[src/rtl/tmr8_pkg.sv]
package tmr8_pkg;

    localparam int PRE_W = 10;

    typedef enum logic [1:0] {
        A_CNT = 2'd0,
        A_CMP = 2'd1,
        A_CTL = 2'd2,
        A_FLG = 2'd3
    } reg_addr_e;

    typedef enum logic [2:0] {
        CS_OFF   = 3'd0,
        CS_D1    = 3'd1,
        CS_D8    = 3'd2,
        CS_D64   = 3'd3,
        CS_D256  = 3'd4,
        CS_D1024 = 3'd5,
        CS_RSV6  = 3'd6,
        CS_RSV7  = 3'd7
    } clk_sel_e;

    typedef struct packed {
        logic [1:0] spare;
        logic       cmp_ie;
        logic       ovf_ie;
        logic       ctc;
        clk_sel_e   csel;
    } ctl_t;

    typedef struct packed {
        logic cmp;
        logic ovf;
    } tmr_evt_t;

    function automatic logic sel_running(clk_sel_e s);
        return (s == CS_D1) || (s == CS_D8) || (s == CS_D64) ||
               (s == CS_D256) || (s == CS_D1024);
    endfunction

    function automatic logic [PRE_W-1:0] sel_mask(clk_sel_e s);
        logic [PRE_W-1:0] m;
        case (s)
            CS_D8:    m = PRE_W'(10'h007);
            CS_D64:   m = PRE_W'(10'h03F);
            CS_D256:  m = PRE_W'(10'h0FF);
            CS_D1024: m = PRE_W'(10'h3FF);
            default:  m = '0;
        endcase
        return m;
    endfunction

endpackage

[src/rtl/tmr8_prescale.sv]
module tmr8_prescale
    import tmr8_pkg::*;
(
    input  logic     clk,
    input  logic     rst,
    input  clk_sel_e csel,
    output logic     tick
);
    logic [PRE_W-1:0] pcnt;
    logic [PRE_W-1:0] mask;
    logic             run;

    always_comb begin
        run  = sel_running(csel);
        mask = sel_mask(csel);
        tick = run && ((pcnt & mask) == mask);
    end

    always_ff @(posedge clk) begin
        if (rst || !run) pcnt <= '0;
        else             pcnt <= pcnt + 1'b1;
    end

    // slower rates never tick on two adjacent clocks
    p_tick_spaced_r3: assert property (@(posedge clk) disable iff (rst)
        (tick && csel != CS_D1) |=> (!tick || csel == CS_D1));

endmodule

[src/rtl/tmr8_count.sv]
module tmr8_count
    import tmr8_pkg::*;
#(
    parameter int CNT_W = 8
)(
    input  logic             clk,
    input  logic             rst,
    input  logic             tick,
    input  logic             ctc_mode,
    input  logic [CNT_W-1:0] cmp_val,
    input  logic             load,
    input  logic [CNT_W-1:0] load_val,
    output logic [CNT_W-1:0] count,
    output tmr_evt_t         evt,
    output logic             wave
);
    localparam logic [CNT_W-1:0] TOP = '1;

    logic             hit;
    logic             step;
    logic [CNT_W-1:0] cnt_nx;

    always_comb begin
        hit     = (count == cmp_val);
        step    = tick && !load;
        evt.cmp = step && hit;
        evt.ovf = step && (count == TOP) && !(ctc_mode && hit);
        if (load)                 cnt_nx = load_val;
        else if (!step)           cnt_nx = count;
        else if (ctc_mode && hit) cnt_nx = '0;
        else                      cnt_nx = count + 1'b1;
    end

    always_ff @(posedge clk) begin
        if (rst) begin
            count <= '0;
            wave  <= 1'b0;
        end else begin
            count <= cnt_nx;
            if (evt.cmp) wave <= !wave;
        end
    end

    // a count write lands exactly at the next edge
    p_cnt_load_r10: assert property (@(posedge clk) disable iff (rst)
        load |=> (count == $past(load_val)));
    // with no tick and no write the count holds
    p_idle_hold_r3: assert property (@(posedge clk) disable iff (rst)
        (!tick && !load) |=> $stable(count));
    // the output pin only moves after a match
    p_wave_on_match_r5: assert property (@(posedge clk) disable iff (rst)
        (wave != $past(wave)) |-> $past(evt.cmp));
    // clear-on-match mode returns to zero after a matching tick
    p_ctc_clear_r6: assert property (@(posedge clk) disable iff (rst)
        (ctc_mode && step && count == cmp_val) |=> (count == '0));

endmodule

[src/rtl/tmr8_regs.sv]
module tmr8_regs
    import tmr8_pkg::*;
#(
    parameter int CNT_W = 8
)(
    input  logic             clk,
    input  logic             rst,
    input  logic [1:0]       addr,
    input  logic             wr_en,
    input  logic [CNT_W-1:0] wr_data,
    input  logic [CNT_W-1:0] count,
    input  tmr_evt_t         evt,
    output logic             cnt_load,
    output logic [CNT_W-1:0] cmp_val,
    output ctl_t             ctl,
    output logic [CNT_W-1:0] rd_data,
    output logic             irq_ovf,
    output logic             irq_cmp
);
    reg_addr_e sel;
    tmr_evt_t  flg;
    tmr_evt_t  clr;

    always_comb begin
        sel      = reg_addr_e'(addr);
        cnt_load = wr_en && (sel == A_CNT);
        clr.ovf  = wr_en && (sel == A_FLG) && wr_data[0];
        clr.cmp  = wr_en && (sel == A_FLG) && wr_data[1];
        irq_ovf  = flg.ovf && ctl.ovf_ie;
        irq_cmp  = flg.cmp && ctl.cmp_ie;
        case (sel)
            A_CNT:   rd_data = count;
            A_CMP:   rd_data = cmp_val;
            A_CTL:   rd_data = CNT_W'(ctl);
            default: rd_data = CNT_W'(flg);
        endcase
    end

    always_ff @(posedge clk) begin
        if (rst) begin
            cmp_val <= '0;
            ctl     <= '0;
            flg     <= '0;
        end else begin
            if (wr_en && sel == A_CMP) cmp_val <= wr_data;
            if (wr_en && sel == A_CTL) ctl <= ctl_t'({2'b00, wr_data[5:0]});
            flg.ovf <= evt.ovf || (flg.ovf && !clr.ovf);
            flg.cmp <= evt.cmp || (flg.cmp && !clr.cmp);
        end
    end

    // an uncleared flag stays set
    p_ovf_sticky_r8: assert property (@(posedge clk) disable iff (rst)
        (flg.ovf && !clr.ovf) |=> flg.ovf);
    p_cmp_sticky_r8: assert property (@(posedge clk) disable iff (rst)
        (flg.cmp && !clr.cmp) |=> flg.cmp);

endmodule

[src/rtl/tmr8_cmp.sv]
module tmr8_cmp
    import tmr8_pkg::*;
#(
    parameter int CNT_W = 8
)(
    input  logic             clk,
    input  logic             rst,
    input  logic [1:0]       reg_addr,
    input  logic             reg_wr,
    input  logic [CNT_W-1:0] reg_wdata,
    output logic [CNT_W-1:0] reg_rdata,
    output logic             irq_ovf,
    output logic             irq_cmp,
    output logic             cmp_out
);
    logic             tick;
    logic             cnt_load;
    logic [CNT_W-1:0] count;
    logic [CNT_W-1:0] cmp_val;
    ctl_t             ctl;
    tmr_evt_t         evt;

    tmr8_prescale u_pre (
        .clk  (clk),
        .rst  (rst),
        .csel (ctl.csel),
        .tick (tick)
    );

    tmr8_count #(.CNT_W(CNT_W)) u_cnt (
        .clk      (clk),
        .rst      (rst),
        .tick     (tick),
        .ctc_mode (ctl.ctc),
        .cmp_val  (cmp_val),
        .load     (cnt_load),
        .load_val (reg_wdata),
        .count    (count),
        .evt      (evt),
        .wave     (cmp_out)
    );

    tmr8_regs #(.CNT_W(CNT_W)) u_regs (
        .clk      (clk),
        .rst      (rst),
        .addr     (reg_addr),
        .wr_en    (reg_wr),
        .wr_data  (reg_wdata),
        .count    (count),
        .evt      (evt),
        .cnt_load (cnt_load),
        .cmp_val  (cmp_val),
        .ctl      (ctl),
        .rd_data  (reg_rdata),
        .irq_ovf  (irq_ovf),
        .irq_cmp  (irq_cmp)
    );

endmodule

[config.mk]
export PLATFORM = sky130hd
export DESIGN_NAME = tmr8_cmp
export DESIGN_NICKNAME = d
export VERILOG_FILES = /design/src/rtl/tmr8_pkg.sv /design/src/rtl/tmr8_prescale.sv /design/src/rtl/tmr8_count.sv /design/src/rtl/tmr8_regs.sv /design/src/rtl/tmr8_cmp.sv
export SDC_FILE = /design/constraint.sdc
export NUM_CORES = 1
export LEC_CHECK = 0
export ABC_AREA = 0
export CORE_ASPECT_RATIO = 1.2
export CORE_UTILIZATION = 30
export CTS_BUF_LIST = sky130_fd_sc_hd__clkbuf_8
export CTS_CLUSTER_DIAMETER = 100
export DETAILED_ROUTE_END_ITERATION = 10
export PLACE_DENSITY_LB_ADDON = 0.08
export SYNTH_ARGS = -nofsm -noshare
export SYNTH_HDL_FRONTEND = slang
export SYNTH_HIERARCHICAL = 1
export SYNTH_SLANG_ARGS = --single-unit
[constraint.sdc]
create_clock -name clk -period 6.2 [get_ports clk]
set_clock_uncertainty 0.1 [all_clocks]
set_input_delay 1.24 -clock clk [delete_from_list [all_inputs] [get_ports clk]]
set_output_delay 1.24 -clock clk [all_outputs]
set_load 0.02 [all_outputs]
==> results.toml, run 1 <==
[status]
status = "finished clean"

[worst_setup_path]
required_ps = 4860
critPathMaxFanout = 13
worstSetupPathType = "primary input to primary output"
reg2reg_to = "u_regs/flg[0]"
worst_ep_arrival_time_ps = 3270
reg2reg_setup_slack_ps = 3300
reg2regPathDepth = 8
critPathLaunchType = "primary input"
r2r-start = "u_regs/ctl[2]"
end_kind = "primary output"

[placed_design]
hpwlAfterDp_mm = 3.64
io_buffers = 23
place.gp.congestion = 0.707

[power]
p_total_mw = 0.515
ir_drop_mv = 0.0703
p_leak_nw = 0.839
power_density_nw_per_um2 = 209

[clocking]
cts_resized = 0
clockBufferDepth = 2
clk_root_buffer_cell = "clkbuf_8"
numCtsBuffers = 5
clkLatencyLatePin_ps = 290
clkTransAtPathRegs_ps = 70
postCtsHoldBufs = 0
post_cts_buffers = 0
clock_sinks = 35
htree_num_levels = 2
cts_tree = "yes"

[drt]
avgRoutedWirePerCell_um = 15.2
viasPerCell = 4.90
drc = 0
top_layer = "met4"
first_pass_iters = 6
wl_mm = 4.96
postRouteAntennaNets = 0
wl_met2_mm = 2.51
via_count = 1592
drtIter0Drc = 42
wl_met1_mm = 2.26
met3_length_um = 128

[layout]
syn2layout_area_growth_pct = 19.6
fillCellCount = 672
layout_commonest_cell = "dfxtp_1"
seqCellArea_um2 = 701
multi_input_area_um2 = 1270
drive_gt1_frac = 0.0958
final_cell_mix = "dfxtp_1, nand2b_1, clkdlybuf4s50_1"
diodes = 0
nNetsFinal = 254

[hold_path]
holdPathEnd = "u_regs/ctl[4]"
holdPathStages = 2
min_from = "u_regs/ctl[4]"
hold_class = "flop to flop"

[floorplan]
dieArea_um2 = 7220
core_area_um2 = 6530
start_util = 0.316
die_x_um = 77.7
fp-row-count = 32
ioPinCount = 24
die_height_um = 92.9

[sta]
fin_setup_tns_ps = 0
setup_viol = 0
period_share = 0.743
rsz0062_at_grt = "false"
fmax_mhz = 217
slew_viol_final = 0
timing.final.hold_violations = 0
tightest_slew_ps = 955
finalCriticalPeriod_ps = 4610
slew_headroom = 0.359

[yosys]
syn_area_per_cell_um2 = 9.51
syn-num-nets = 232
synth_area_um2 = 2060
yosysWarnings = 6
netlist_instances = 217

[global_route]
overflow = 0
grt_pass1_vias = 1570
grt_use_total = 0.150
grt_start_max_net_pins = 23
grt_pass1_wl_mm = 8.18
antenna_found_initial = 0

[run]
maxCapViolations = 0
[critical path: stages]
cell	delay (ps)
clkdlybuf4s50_1	850
mux4_1	630
clkdlybuf4s50_1	550
[metrics by stage]
stage / worst slack, ps / cells / cell area (um^2) / utilization / hold WS [ps]
after floorplan: 2980 / 217 / 2060 / - / 349
after global placement: 1570 / 317 / 2360 / 0.361 / 365
after detailed placement: 1580 / 317 / 2360 / 0.361 / 373
after CTS: 1580 / 325 / 2470 / 0.378 / 394
after global routing: 1480 / 325 / 2470 / 0.378 / 422
final: 1590 / 325 / 2470 / 0.378 / 396
[registers in the layout, indices dropped and copies added (netlist names)]
signal          flops
u_cnt/count         8
u_cnt/wave          1
u_pre/pcnt         10
u_regs/cmp_val      8
u_regs/ctl          6
u_regs/flg          2
[report_power, final]
part / switching, mW / leakage (nW) / internal (mW)
Sequential: 0.00915 / 0.284 / 0.231
Clock: 0.0920 / 0.0581 / 0.120
Combinational: 0.0331 / 0.497 / 0.0307
[routing by layer]
layer | vias up | global-route usage
met1 | 756 | 0.180
met4 | 0 | 0.0472
met5 | - | 0
met2 | 18 | 0.264
met3 | 5 | 0.0325
li1 | 813 | -
[how the worst max path moves through the flow]
stage,depth (start not counted),from,to
global route,3,reg_addr[0],reg_rdata[1]
floorplan,1,reg_addr[0],reg_rdata[0]
CTS,3,reg_addr[0],reg_rdata[1]
detailed placement,3,reg_addr[0],reg_rdata[1]
finish,3,reg_addr[0],reg_rdata[1]
global placement,3,reg_addr[0],reg_rdata[1]
[cell type report]
type,count,share of cell area
clock inverters,3,0.0177
repair buffers,25,0.0993
well taps,85,0.0431
flip-flops and latches,35,0.284
inverters,8,0.0122
clock buffers,5,0.0279
multi-input cells,164,0.516
Note: power is estimated with default switching activity, not from simulation.
==> run 2, diff against run 1 <==
- clock period: 6.2 -> 4 ns (I/O delays scaled with it)
==> results.toml, run 2 (same netlist as run 1, synthesis figures left out) <==
[sta]
fmax_mhz = 293
finalCriticalPeriod_ps = 3420
fin_hold_ws_ps = 381
setup_slack_ps = 582
period_share = 0.855
setup_viol = 0
slew_viol_final = 0
fin_setup_tns_ps = 0
slew_headroom = 0.419
timing.final.hold_violations = 0
tightest_slew_ps = 866
rsz0062_at_grt = "false"

[clocking]
clock_sinks = 35
post_cts_buffers = 0
cts_resized = 0
htree_num_levels = 2
postCtsHoldBufs = 0
clkLatencyLatePin_ps = 290
clkTransAtPathRegs_ps = 70
clockBufferDepth = 2
cts_tree = "yes"
clk_root_buffer_cell = "clkbuf_8"
numCtsBuffers = 5

[drt]
drtIter0Drc = 46
viasPerCell = 4.86
via_count = 1590
drc = 0
wl_mm = 5.04
postRouteAntennaNets = 0
avgRoutedWirePerCell_um = 15.4
first_pass_iters = 4

[power]
p_total_mw = 0.735
p_switching_mw = 0.193
p_leak_nw = 0.843
ir_drop_mv = 0.136
internal_power_mw = 0.542
power_density_nw_per_um2 = 298
sw_frac_of_total = 0.263
seqPwrFrac = 0.506
p_clk_frac = 0.357
p_comb_frac = 0.137

[global_route]
grt_use_total = 0.154
grt_pass1_vias = 1608
grt_pass1_wl_mm = 8.39
antenna_found_initial = 0
grt_start_max_net_pins = 38
overflow = 0

[worst_setup_path]
worstSetupPathType = "primary input to primary output"
worst_ep_arrival_time_ps = 2520
end_kind = "primary output"
reg2reg_setup_slack_ps = 1430
cp_common_cell = "clkdlybuf4s50_1"
critPathSlowestCell = "clkdlybuf4s50_1"
critPathMaxStageDelay_ps = 630
critPathMaxFanout = 11
critPathLaunchType = "primary input"
required_ps = 3100
crit_chain = "clkdlybuf4s50_1, buf_4, and2b_2, o2bb2ai_1, clkdlybuf4s50_1"

[layout]
final_core_util = 0.378
syn2layout_area_growth_pct = 19.5
layout_commonest_cell = "dfxtp_1"
diodes = 0
nNetsFinal = 257
drive_gt1_frac = 0.103
reg_top3 = "u_pre/pcnt x10, u_cnt/count x8, u_regs/cmp_val x8"
final_cell_mix = "dfxtp_1, nand2b_1, clkdlybuf4s50_1"
regMostFlops = "u_pre/pcnt"
instances_no_fill = 327
fin_area_um2 = 2470
largest_reg_flops = 10

[floorplan]
die_x_um = 77.7
dieArea_um2 = 7220
core_area_um2 = 6530
fp-row-count = 32
start_util = 0.316
ioPinCount = 24
die_height_um = 92.9

[status]
status = "finished clean"

[placed_design]
place.gp.congestion = 0.709
dp_slack_ps = 578
io_buffers = 23
hpwlAfterDp_mm = 3.59
dpl.cell_count = 320
dpl-instance-area_um2 = 2380

[run]
maxCapViolations = 0

[hold_path]
hold_class = "flop to flop"
==> run 2: cell types whose count changed in the layout (fill, tap and decap cells not counted) <==
cell	previous run	this run
clkinv_4	1	0
buf_4	2	5
clkbuf_8	5	6
bufinv_16	1	0
==> run 2: per-layer routing <==
| metal | wire length, um | global-route usage | part of all wire | up-vias |
|---|---|---|---|---|
| li1 | - | - | - | 821 |
| met1 | 2370 | 0.192 | 0.47 | 743 |
| met2 | 2490 | 0.262 | 0.49 | 22 |
| met3 | 127 | 0.0325 | 0.025 | 4 |
| met4 | 53 | 0.0519 | 0.011 | 0 |
| met5 | 0 | 0 | 0 | - |
==> run 2: power groups by stage <==
stage | combinational, mW | clock (mW) | sequential, mW
finish | 0.101 | 0.262 | 0.372
global route | 0.110 | 0.292 | 0.374
CTS | 0.102 | 0.274 | 0.372
detailed placement | 0.102 | 0 | 0.380
global placement | 0.102 | 0 | 0.380
floorplan | 0.0675 | 0 | 0.375
==> run 2: path summary, 6_finish.rpt <==
kind,start,to,cells after the start
min reg2reg,u_pre/pcnt[0],u_pre/pcnt[0],1
max,reg_addr[0],reg_rdata[3],5
max reg2reg,u_regs/ctl[2],u_regs/flg[0],9
min,u_pre/pcnt[0],u_pre/pcnt[0],1
==> run 2: cell type report <==
cell class,instances,area [um^2]
fill,677,4060
clock buffer,6,82.6
clock inverter,1,5.00
multi-input combinational,164,1270
sequential,35,701
inverter,8,30.0
tap,85,106
timing repair buffer,28,268
==> run 2: critical path: cells and delay by family <==
| kind | cells | cell delay [ps] |
|---|---|---|
| AOI/OAI and AO/OA | 1 | 130 |
| and+or+nand+nor | 1 | 260 |
| buffers and inverters | 3 | 1320 |
